<file path="src/rtl/logic_cell4_pkg.sv">
package logic_cell4_pkg;

    localparam int IN_W  = 4;
    localparam int TT_W  = 1 << IN_W;
    localparam int CFG_W = TT_W + 2;

    // Field order matches the fixed 18-bit layout: [17] I0 source, [16] output source, [15:0] table
    typedef struct packed {
        logic            i0_from_carry;
        logic            out_registered;
        logic [TT_W-1:0] table_bits;
    } cell_cfg_t;

    // Builds the table index, replacing bit 0 with the carry when asked
    function automatic logic [IN_W-1:0] form_index(input logic [IN_W-1:0] raw,
                                                   input logic            carry,
                                                   input logic            use_carry);
        return {raw[IN_W-1:1], (use_carry ? carry : raw[0])};
    endfunction

endpackage

</file>
<file path="src/rtl/lc4_index_sel.sv">
module lc4_index_sel
    import logic_cell4_pkg::*;
(
    input  logic [IN_W-1:0] raw_in,
    input  logic            carry,
    input  logic            use_carry,
    output logic [IN_W-1:0] index
);

    always_comb begin
        index = form_index(raw_in, carry, use_carry);
    end

endmodule

</file>
<file path="src/rtl/lc4_table_mux.sv">
module lc4_table_mux #(
    parameter int SEL_W = 4
) (
    input  logic [(1<<SEL_W)-1:0] table_bits,
    input  logic [SEL_W-1:0]      sel,
    output logic                  y
);

    localparam int LEAVES = 1 << SEL_W;
    localparam int NODES  = 2 * LEAVES - 1;

    // Heap-ordered binary tree: node n has children 2n+1 and 2n+2
    logic [NODES-1:0] node;

    genvar g;
    generate
        for (g = 0; g < LEAVES; g++) begin : g_leaf
            assign node[LEAVES-1+g] = table_bits[g];
        end
        for (g = 0; g < LEAVES - 1; g++) begin : g_inner
            localparam int LEVEL = $clog2(g + 2) - 1;
            assign node[g] = sel[SEL_W-1-LEVEL] ? node[2*g+2] : node[2*g+1];
        end
    endgenerate

    assign y = node[0];

endmodule

</file>
<file path="src/rtl/lc4_out_reg.sv">
module lc4_out_reg (
    input  logic clk,
    input  logic rst,
    input  logic ce,
    input  logic d,
    output logic q
);

    always_ff @(posedge clk) begin
        if (rst)
            q <= 1'b0;
        else if (ce)
            q <= d;
    end

    // reset clears the stored bit
    a_r5_reset_clears: assert property (@(posedge clk) rst |=> (q == 1'b0));

    // enabled edge captures the lookup value
    a_r4_capture: assert property (@(posedge clk) disable iff (rst)
        ce |=> (q == $past(d)));

    // disabled edge keeps the stored bit
    a_r4_hold: assert property (@(posedge clk) disable iff (rst)
        !ce |=> $stable(q));

endmodule

</file>
<file path="src/rtl/logic_cell4.sv">
module logic_cell4
    import logic_cell4_pkg::*;
(
    input  logic             clk,
    input  logic             rst,
    input  logic             ce,
    input  logic [IN_W-1:0]  lut_in,
    input  logic             carry_in,
    input  logic [CFG_W-1:0] cfg_word,
    output logic             cell_out,
    output logic             reg_out
);

    cell_cfg_t       cfg;
    logic [IN_W-1:0] index;
    logic            lookup;
    logic            stored;

    assign cfg = cell_cfg_t'(cfg_word);

    lc4_index_sel u_index (
        .raw_in    (lut_in),
        .carry     (carry_in),
        .use_carry (cfg.i0_from_carry),
        .index     (index)
    );

    lc4_table_mux #(.SEL_W(IN_W)) u_table (
        .table_bits (cfg.table_bits),
        .sel        (index),
        .y          (lookup)
    );

    lc4_out_reg u_ff (
        .clk (clk),
        .rst (rst),
        .ce  (ce),
        .d   (lookup),
        .q   (stored)
    );

    always_comb begin
        cell_out = cfg.out_registered ? stored : lookup;
        reg_out  = stored;
    end

    // in registered mode the main output trails the lookup by one enabled edge
    a_r6_registered_path: assert property (@(posedge clk) disable iff (rst)
        (cfg.out_registered && ce && $stable(cfg_word)) |=> (cell_out == $past(lookup)));

endmodule

</file>
<file path="config.mk">
export PLATFORM = sky130hd
export DESIGN_NAME = logic_cell4
export DESIGN_NICKNAME = d
export VERILOG_FILES = /design/src/rtl/logic_cell4_pkg.sv /design/src/rtl/lc4_index_sel.sv /design/src/rtl/lc4_table_mux.sv /design/src/rtl/lc4_out_reg.sv /design/src/rtl/logic_cell4.sv
export SDC_FILE = /design/constraint.sdc
export NUM_CORES = 1
export LEC_CHECK = 0
export ABC_CLOCK_PERIOD_IN_PS = 1800
export BUFFER_PORTS_ARGS = -buffer_cell sky130_fd_sc_hd__buf_2
export CAP_MARGIN = 20
export CORE_AREA = 2 2 39 41
export CTS_CLUSTER_DIAMETER = 30
export DETAILED_ROUTE_END_ITERATION = 10
export DIE_AREA = 0 0 41 43
export PLACE_DENSITY = 0.53
export SKIP_CTS_REPAIR_TIMING = 1
export SLEW_MARGIN = 20
export SYNTH_ARGS = -nofsm -noshare
export SYNTH_HDL_FRONTEND = slang
export SYNTH_HIERARCHICAL = 1
export SYNTH_SLANG_ARGS = --single-unit
</file>
<file path="constraint.sdc">
create_clock -name clk -period 1.8 [get_ports clk]
set_input_delay 0.09 -clock clk [delete_from_list [all_inputs] [get_ports clk]]
set_output_delay 0.09 -clock clk [all_outputs]
set_load 0.02 [all_outputs]
</file>
Word-level counts from Yosys, hierarchy flattened
Index checks and enable logic that the tools add are counted.
Word-level totals
  bits in registers: 1
Cells by class
  multiplexer cells: 17
Operator list (count)
  $mux W1: 17

Logic depth before layout (Yosys ltp)
Gate-level depths: netlist of the first run.
  word-level depth: 6
  depth in mapped cells: 6
  depth with buffers taken out: 6

Modules after synthesis
The synthesis of the first run kept the hierarchy.
Modules (own cells, without submodules)
  lc4_table_mux: instances 1, cells an instance 7, area an instance 135.1 um^2
  lc4_index_sel: instances 1, cells an instance 4, area an instance 37.5 um^2
  lc4_out_reg: instances 1, cells an instance 3, area an instance 33.8 um^2
  logic_cell4: instances 1, cells an instance 1, area an instance 15.0 um^2

Worst setup path after synthesis of the first run
OpenSTA, ideal clock, no wires.
  path kind: input port to output port
  start: in cfg_word[17]
  end: out cell_out
  arrival: 1.369 ns
  required time: 1.710 ns
  path slack: 0.341 ns
  cell stages on the path: 5
  buffers on the path: 0
  path through: mux2_4 mux4_1 mux2i_1 mux2i_1 mux2_4
Between the ends
  word-level cells in the longest chain between the ends: 6
  elaborated cells between the ends (all ways): 17
Ends and longest elaborated chain
  start, declared: line logic_cell4.sv:9  | input logic [CFG_W-1:0] cfg_word,
  $mux W1 *: line logic_cell4_pkg.sv:18  | return {raw[IN_W-1:1], (use_carry ? carry : raw[0])};
  $mux W1 (3 in a row): line lc4_table_mux.sv:22  | assign node[g] = sel[SEL_W-1-LEVEL] ? node[2*g+2] : node[2*g+1];
  $mux W1 *: line lc4_table_mux.sv:22
  via lookup: line logic_cell4.sv:16  | logic lookup;
  $mux W1 *: line logic_cell4.sv:43  | cell_out = cfg.out_registered ? stored : lookup;
  end, declared: line logic_cell4.sv:10  | output logic cell_out,
Mark *: on every way through the listed nets, which the timed path passes. The rest lies on a longest branch.

Worst setup path in the final report of the first run
  start: in cfg_word[17]
  end: out cell_out
Between the ends
  word-level cells in the longest chain between the ends: 6
  elaborated cells between the ends (all ways): 17
Ends and longest elaborated chain
  $mux W1 *: line logic_cell4_pkg.sv:18
  via index[0]: line logic_cell4.sv:15  | logic [IN_W-1:0] index;
  $mux W1 (3 in a row): line lc4_table_mux.sv:22
  $mux W1 *: line lc4_table_mux.sv:22
  via lookup: line logic_cell4.sv:16
  $mux W1 *: line logic_cell4.sv:43
Marked as above.

==> qor.csv, run 1 <==
metric;value;unit
fin_nets;67;
placed_area;354.1;um2
synth_fp_nets;41;
ios;28;
yosys.area.top_type;mux4_1;
p_per_area;340.0;nW/um2
regArea;20.02;um2
hold_depth;2;
wl_per_cell;12.75;um
final_cells;55;
ys_async_sr_fraction;0;%
start_util;16.00;%
largest_reg_flops;1;
required;1.71;ns
cellLeakagePower;0.0001873;uW
power_frac_clock;0;%
synth.area.top_cells;mux4_1 47%, mux2i_1 18%, mux2_4 14%;
endpoint_kind;output pin;
num_rows;14;
synth_common_cells;4 x mux2i_1, 4 x mux4_1, 3 x buf_4, 2 x mux2_4;
hold_viol_final;0;
power.internal;83.98;uW
setup.worst_path.start_class;input port;
synth_edf_count;0;
multiInputGateArea;163.9;um2
firstDrtPassIters;4;
grt_pass1_wl;917;um
grt_setup_unrepaired;true;
yosysWarnings;6;
grt_pass1_vias;263;
place_inst;55;
r2r_slack;1.21;ns
antenna_cells;0;
final.period_utilization;94.90;%
grt_max_degree;5;
drtIter0Drc;4;
grt_use_met3;1.047;%
clk_pin_slew;0;ns
grt.overflow.total;0;
antenna_left;0;
gp_congestion;0.6526;
port_buffers;27;
p_comb_share;77.9;%
arrival;1.62;ns
synth.avg_cell_area;14.76;um2
crit_start;cfg_word[17];
r2r-end;u_ff/q;
synth_ff_type;dfxtp_1;
sw_frac_of_total;29.76;%
met2_usage;15.63;%
top_regs;u_ff/q (1);
status;finished clean;
clk_latency;0;ns
slew_viol_final;0;
die_y;43;um
grtUsageTotal;7.258;%
ys_seq_area_share;9.040;%
top_register;u_ff/q;
finalSetupViolCount;0;
gr-usage-met1;6.515;%
min_path_type;input port to flip-flop;
finalWirelength;701;um
switchingPower;35.57;uW
n_fill_cell;154;
r2r-start;u_ff/q;
worstMarginPinSlew;0.1881;ns
period_minus_slack;1.708;ns
fp.dieW;41;um
hold_end;u_ff/q;
synthToLayoutAreaGrowth;58.76;%
die-area;1763;um2
finClkSkew;0;ns
vias_per_cell;4.145;
synth_top_area_share;47.46;%
seq_power_share;22.1;%
syn_area;221.5;um2
top_usage_layer;met2;
holdCritStartpoint;rst;
syn_inst;15;
relSlewSlack;87.10;%
path_class;input port to output pin;
synth.distinct_cells;6;
cp_max_fo;4;
max_cap_viol_count;0;
drc;0;
fmax;0.5854;GHz
antenna_found_initial;0;
peakVddDrop;0.09026;mV
core-area;1384;um2
drive_gt1_share;84.62;%
synth_seq_cells;1;
design_area;351.6;um2
via_count;228;
rr_worst_depth;2;
tns;0;ns
## worst max path at each step
stage / endpoint / cells past startpoint
floorplan: cell_out / 5
CTS: cell_out / 7
global route: cell_out / 7
global placement: cell_out / 7
finish: cell_out / 7
detailed placement: cell_out / 7
## layout by cell type (no fill, tap or decap)
cell     synthesis  layout
buf_6            0       2
nor2_1           1       1
buf_2            0      25
dfxtp_1          1       1
mux2i_1          4       4
mux2_4           2       2
mux4_2           0       4
## kinds of logic after synthesis
| group | Yosys count | synth area share [%] |
|---|---|---|
| buffers and inverters | 3 | 10.17 |
| flip-flops | 1 | 9.040 |
| multiplexers | 10 | 79.10 |
| AND/OR/NAND/NOR | 1 | 1.693 |
## worst max-delay path, cell delays in order
cell and delay, ns:
buf_6 0.09, mux2_4 0.33, mux4_2 0.44, mux2i_1 0.15, mux2i_1 0.11, mux2_4 0.28
buf_6 0.13
## final cells by class
class / instances / share of cell area [%]
tap: 16 / 5.694
timing repair buffer: 27 / 41.99
multi-input combinational: 11 / 46.62
sequential: 1 / 5.694
## layer usage
metal / share of wire [%] / vias to the layer above
met3: 14 / 0
met4: 0 / 0
met1: 34 / 96
li1: - / 108
met2: 52 / 24
met5: 0 / -
## per-stage QoR
step | utilization (%) | hold WS (ns) | total power [uW] | setup WS, ns
after detailed placement | 25.59 | 0.2513 | 110.3 | 0.02090
after global routing | 25.41 | 0.2667 | 128.9 | -0.0002913
after floorplan | - | 0.1624 | 78.45 | 0.3407
after global placement | 25.59 | 0.2493 | 107.8 | 0.06624
final | 25.41 | 0.2527 | 119.6 | 0.09186
after CTS | 25.59 | 0.2538 | 110.3 | 0.02090
## power by group through the flow
stage               Sequential, uW  Clock (uW)  Combinational, uW
floorplan                     29.0           0               49.4
global placement              26.4           0               81.4
detailed placement            26.6           0               83.7
CTS                           26.4           0               83.9
global route                  26.9           0                102
finish                        26.4           0               93.2
No activity file was read; power rests on OpenSTA's default activity.
==> run 2: changes to the inputs <==
--- a/config.mk
+++ b/config.mk
@@ -12,7 +12,7 @@
 export CTS_CLUSTER_DIAMETER = 30
 export DETAILED_ROUTE_END_ITERATION = 10
 export DIE_AREA = 0 0 41 43
-export PLACE_DENSITY = 0.53
+export PLACE_DENSITY = 0.51
 export SKIP_CTS_REPAIR_TIMING = 1
 export SLEW_MARGIN = 20
 export SYNTH_ARGS = -nofsm -noshare
==> qor.csv, run 2 (same netlist as run 1, synthesis figures left out) <==
metric;value;unit;change
drc;0;;unchanged
antenna_cells;0;;unchanged
hold_end;u_ff/q;;
antenna_left;0;;unchanged
largest_reg_flops;1;;unchanged
required;1.71;ns;about the same
r2r_slack;1.21;ns;about the same
ios;28;;unchanged
hold_viol_final;0;;unchanged
gp_congestion;0.6516;;-0.15%
rr_worst_depth;2;;unchanged
holdCritStartpoint;rst;;
power;120.4;uW;+0.73%
firstDrtPassIters;2;;-2
met2_usage;10.63;%;-5.0 points
final.period_utilization;94.91;%;about the same
fin_util;26.76;%;+1.4 points
drtIter0Drc;1;;-3
grt_setup_unrepaired;true;;
endpoint_kind;output pin;;
setup.worst_path.start_class;input port;;
synthToLayoutAreaGrowth;67.23;%;
die_y;43;um;unchanged
grt.overflow.total;0;;unchanged
final_common_cell;buf_2;;
p_per_area;325.2;nW/um2;-4.4%
cp_max_fo;4;;unchanged
clk_pin_slew;0;ns;unchanged
peakVddDrop;0.09978;mV;+11%
finalWirelength;543;um;-23%
cellLeakagePower;0.0002045;uW;+9.2%
hold_ws;0.2488;ns;-0.003916 ns
antenna_found_initial;0;;unchanged
slew_viol_final;0;;unchanged
finClkSkew;0;ns;unchanged
status;finished clean;;
r2r-start;u_ff/q;;
clk_latency;0;ns;unchanged
finalSetupViolCount;0;;unchanged
arrival;1.62;ns;about the same
grt_max_degree;5;;unchanged
relSlewSlack;85.25;%;-1.8 points
grt_pass1_vias;235;;-11%
place_inst;55;;unchanged
min_path_type;input port to flip-flop;;
fp.dieW;41;um;unchanged
die-area;1763;um2;unchanged
via_count;241;;+5.7%
num_rows;14;;unchanged
final_cell_mix;25 x buf_2, 4 x mux2i_1, 3 x mux4_1, 2 x mux2_4, 2 x buf_6;;
final_cells;56;;+1.8%
placed_area;354.1;um2;unchanged
top_register;u_ff/q;;
core-area;1384;um2;unchanged
hold_depth;2;;unchanged
grtUsageTotal;6.048;%;-1.2 points
top_regs;u_ff/q (1);;
grt_pass1_wl;814;um;-11%
wl_per_cell;9.696;um;-24%
fin_nets;68;;+1.5%
worstMarginPinSlew;0.2151;ns;+0.02695 ns
grt_use_met3;1.047;%;unchanged
gr-usage-met1;7.818;%;+1.3 points
r2r-end;u_ff/q;;
path_class;input port to output pin;;
max_cap_viol_count;0;;unchanged
top_usage_layer;met2;;
period_minus_slack;1.708;ns;+0.0002220 ns
port_buffers;27;;unchanged
fmax;0.5854;GHz;about the same
drive_gt1_share;77.50;%;-7.1 points
design_area;370.4;um2;+5.3%
start_util;16.00;%;unchanged
n_fill_cell;152;;-1.3%
vias_per_cell;4.304;;+3.8%
[run 2: where the power goes]
part,switching (uW),internal (uW)
Sequential,1.65,24.9
Combinational,31.8,62.1
Clock,0,0
[run 2: worst max path at each step]
stage                 startpoint  slack, ns  endpoint  cells past startpoint
floorplan           cfg_word[17]       0.34  cell_out                      5
global placement    cfg_word[17]       0.06  cell_out                      7
detailed placement  cfg_word[17]       0.04  cell_out                      7
CTS                 cfg_word[17]       0.04  cell_out                      7
global route        cfg_word[17]      -0.01  cell_out                      7
finish              cfg_word[17]       0.09  cell_out                      7
[run 2: layout make-up]
cell class	instances	area, um2	share of cell area (%)
Multi-Input combinational cell	11	175.2	47.30
Sequential cell	1	20.02	5.405
Tap cell	16	20.02	5.405
Timing Repair Buffer	28	155.1	41.89
[run 2: worst max-delay path: stages]
cell and delay (ns):
buf_6 0.09, mux2_4 0.32, mux4_1 0.46, mux2i_1 0.13, mux2i_1 0.11, mux2_4 0.28
buf_6 0.13
[run 2: layer usage]
layer	routed length, um	vias up	part of all wire [%]
li1	-	113	-
met1	190	100	35
met2	217	28	40
met3	135	0	25
met4	0	0	0
met5	0	-	0
[run 2: metrics by stage]
| stage | setup TNS, ns | setup slack (ns) |
|---|---|---|
| 2_1_floorplan | 0 | 0.3407 |
| 3_3_place_gp | 0 | 0.05679 |
| 3_5_place_dp | 0 | 0.03602 |
| 4_1_cts | 0 | 0.03602 |
| 5_1_grt | -0.01456 | -0.01456 |
| 6_report | 0 | 0.09164 |
==> run 3: changes to the inputs <==
--- a/config.mk
+++ b/config.mk
@@ -5,14 +5,14 @@
 export SDC_FILE = /design/constraint.sdc
 export NUM_CORES = 1
 export LEC_CHECK = 0
-export ABC_CLOCK_PERIOD_IN_PS = 1800
+export ABC_CLOCK_PERIOD_IN_PS = 1500
 export BUFFER_PORTS_ARGS = -buffer_cell sky130_fd_sc_hd__buf_2
 export CAP_MARGIN = 20
 export CORE_AREA = 2 2 39 41
 export CTS_CLUSTER_DIAMETER = 30
 export DETAILED_ROUTE_END_ITERATION = 10
 export DIE_AREA = 0 0 41 43
-export PLACE_DENSITY = 0.51
+export PLACE_DENSITY = 0.53
 export SKIP_CTS_REPAIR_TIMING = 1
 export SLEW_MARGIN = 20
 export SYNTH_ARGS = -nofsm -noshare
==> constraint.sdc (replaced) <==
create_clock -name clk -period 1.5 [get_ports clk]
set_input_delay 0.075 -clock clk [delete_from_list [all_inputs] [get_ports clk]]
set_output_delay 0.075 -clock clk [all_outputs]
set_load 0.02 [all_outputs]
==> qor.csv, run 3 (same netlist as run 1, synthesis figures left out) <==
metric;value;unit;change
antenna_found_initial;0;;unchanged
wl_per_cell;12.11;um;+25%
p_per_area;398.3;nW/um2;+23%
wl_met2;302;um;+39%
crit_path_top_delay_cell;mux4_1;;
grt_pass1_wl;966;um;+19%
critPathBufInv;2;;unchanged
path_cells;buf_6 > mux2_4 > mux4_1 > mux2i_1 > mux2i_1 > mux2_4 > buf_6;;
num_rows;14;;unchanged
finalWorstSetupSlack;-0.1730;ns;-0.2646 ns
gp_congestion;0.6529;;+0.20%
finalSetupViolCount;2;;+2
relSlewSlack;87.79;%;+2.5 points
placed_area;354.1;um2;unchanged
grtUsageTotal;7.661;%;+1.6 points
largest_reg_flops;1;;unchanged
port_buffers;27;;unchanged
top_regs;u_ff/q (1);;
drive_gt1_share;82.05;%;+4.6 points
grt_setup_unrepaired;true;;
clk_pin_slew;0;ns;unchanged
min_path_type;input port to flip-flop;;
arrival;1.60;ns;-0.02 ns
final_common_cell;buf_2;;
endpoint_kind;output pin;;
final_cells;55;;-1.8%
wirelength_met1;245;um;+29%
dr.max_layer_used;met3;;
firstDrtPassIters;4;;+2
fp.dieW;41;um;unchanged
hold_viol_final;0;;unchanged
final.period_utilization;111.5;%;
die-area;1763;um2;unchanged
place_inst;55;;unchanged
fin_nets;67;;-1.5%
die_y;43;um;unchanged
period_minus_slack;1.673;ns;
clk_latency;0;ns;unchanged
tns;-0.1825;ns;-0.1825 ns
synthToLayoutAreaGrowth;60.45;%;
grt_pass1_vias;243;;+3.4%
worstMarginPinSlew;0.1780;ns;-0.03702 ns
peakVddDrop;0.1402;mV;+41%
fmax;0.5977;GHz;
status;finished with violations;;
finClkSkew;0;ns;unchanged
antenna_left;0;;unchanged
vias_per_cell;4.309;;+0.13%
top_register;u_ff/q;;
start_util;16.00;%;unchanged
n_fill_cell;148;;-2.6%
path_class;input port to output pin;;
setup.worst_path.start_class;input port;;
drtIter0Drc;1;;unchanged
drc;0;;unchanged
max_cap_viol_count;0;;unchanged
antenna_cells;0;;unchanged
r2r_slack;0.89;ns;-0.32 ns
crit_family;multiplexers;;
grt.overflow.total;0;;unchanged
failed_checks;setup timing;;
cellLeakagePower;0.0001914;uW;-6.4%
finalWirelength;666;um;+23%
final_cell_mix;25 x buf_2, 4 x mux2i_1, 3 x mux4_2, 2 x mux2_4, 2 x buf_6;;
ios;28;;unchanged
required;1.42;ns;-0.29 ns
core-area;1384;um2;unchanged
pre_cts_ws;-0.2208;ns;-0.2568 ns
grt_max_degree;5;;unchanged
slew_viol_final;0;;unchanged
critPathMaxStageDelay;0.45;ns;about the same
design_area;355.3;um2;-4.1%
wl_met3;118;um;-13%
cp_max_fo;4;;unchanged
fin_util;25.68;%;-1.1 points
via_count;237;;-1.7%
[run 3: where the power goes]
part           total (uW)  switching (uW)  leakage, uW  internal [uW]
Combinational         110            39.2     0.000183           70.4
Sequential           32.0            2.11   0.00000826           29.9
Clock                   0               0            0              0
[run 3: area by class of cell]
class,count,area (um2),share of cell area (%)
Multi-Input combinational cell,11,167.7,47.18
Sequential cell,1,20.02,5.634
Tap cell,16,20.02,5.634
Timing Repair Buffer,27,147.6,41.55
[run 3: final timing paths]
path                      from       end  depth (start not counted)
setup reg to reg        u_ff/q    u_ff/q                          2
hold reg to reg         u_ff/q    u_ff/q                          2
setup / recovery  cfg_word[17]  cell_out                          7
hold / removal             rst    u_ff/q                          2
[run 3: layer usage]
layer	vias to the layer above	global-route usage, %
li1	109	-
met1	102	8.143
met2	26	15.63
met3	0	0.5236
met4	0	0
met5	-	0
[run 3: stage by stage]
stage                     hold WS [ns]  total power, uW
after global routing            0.2503            153.1
after detailed placement        0.2477            131.5
final                           0.2448            141.6
after CTS                       0.2446            131.8
after global placement          0.2384            129.7
after floorplan                 0.1474            94.14
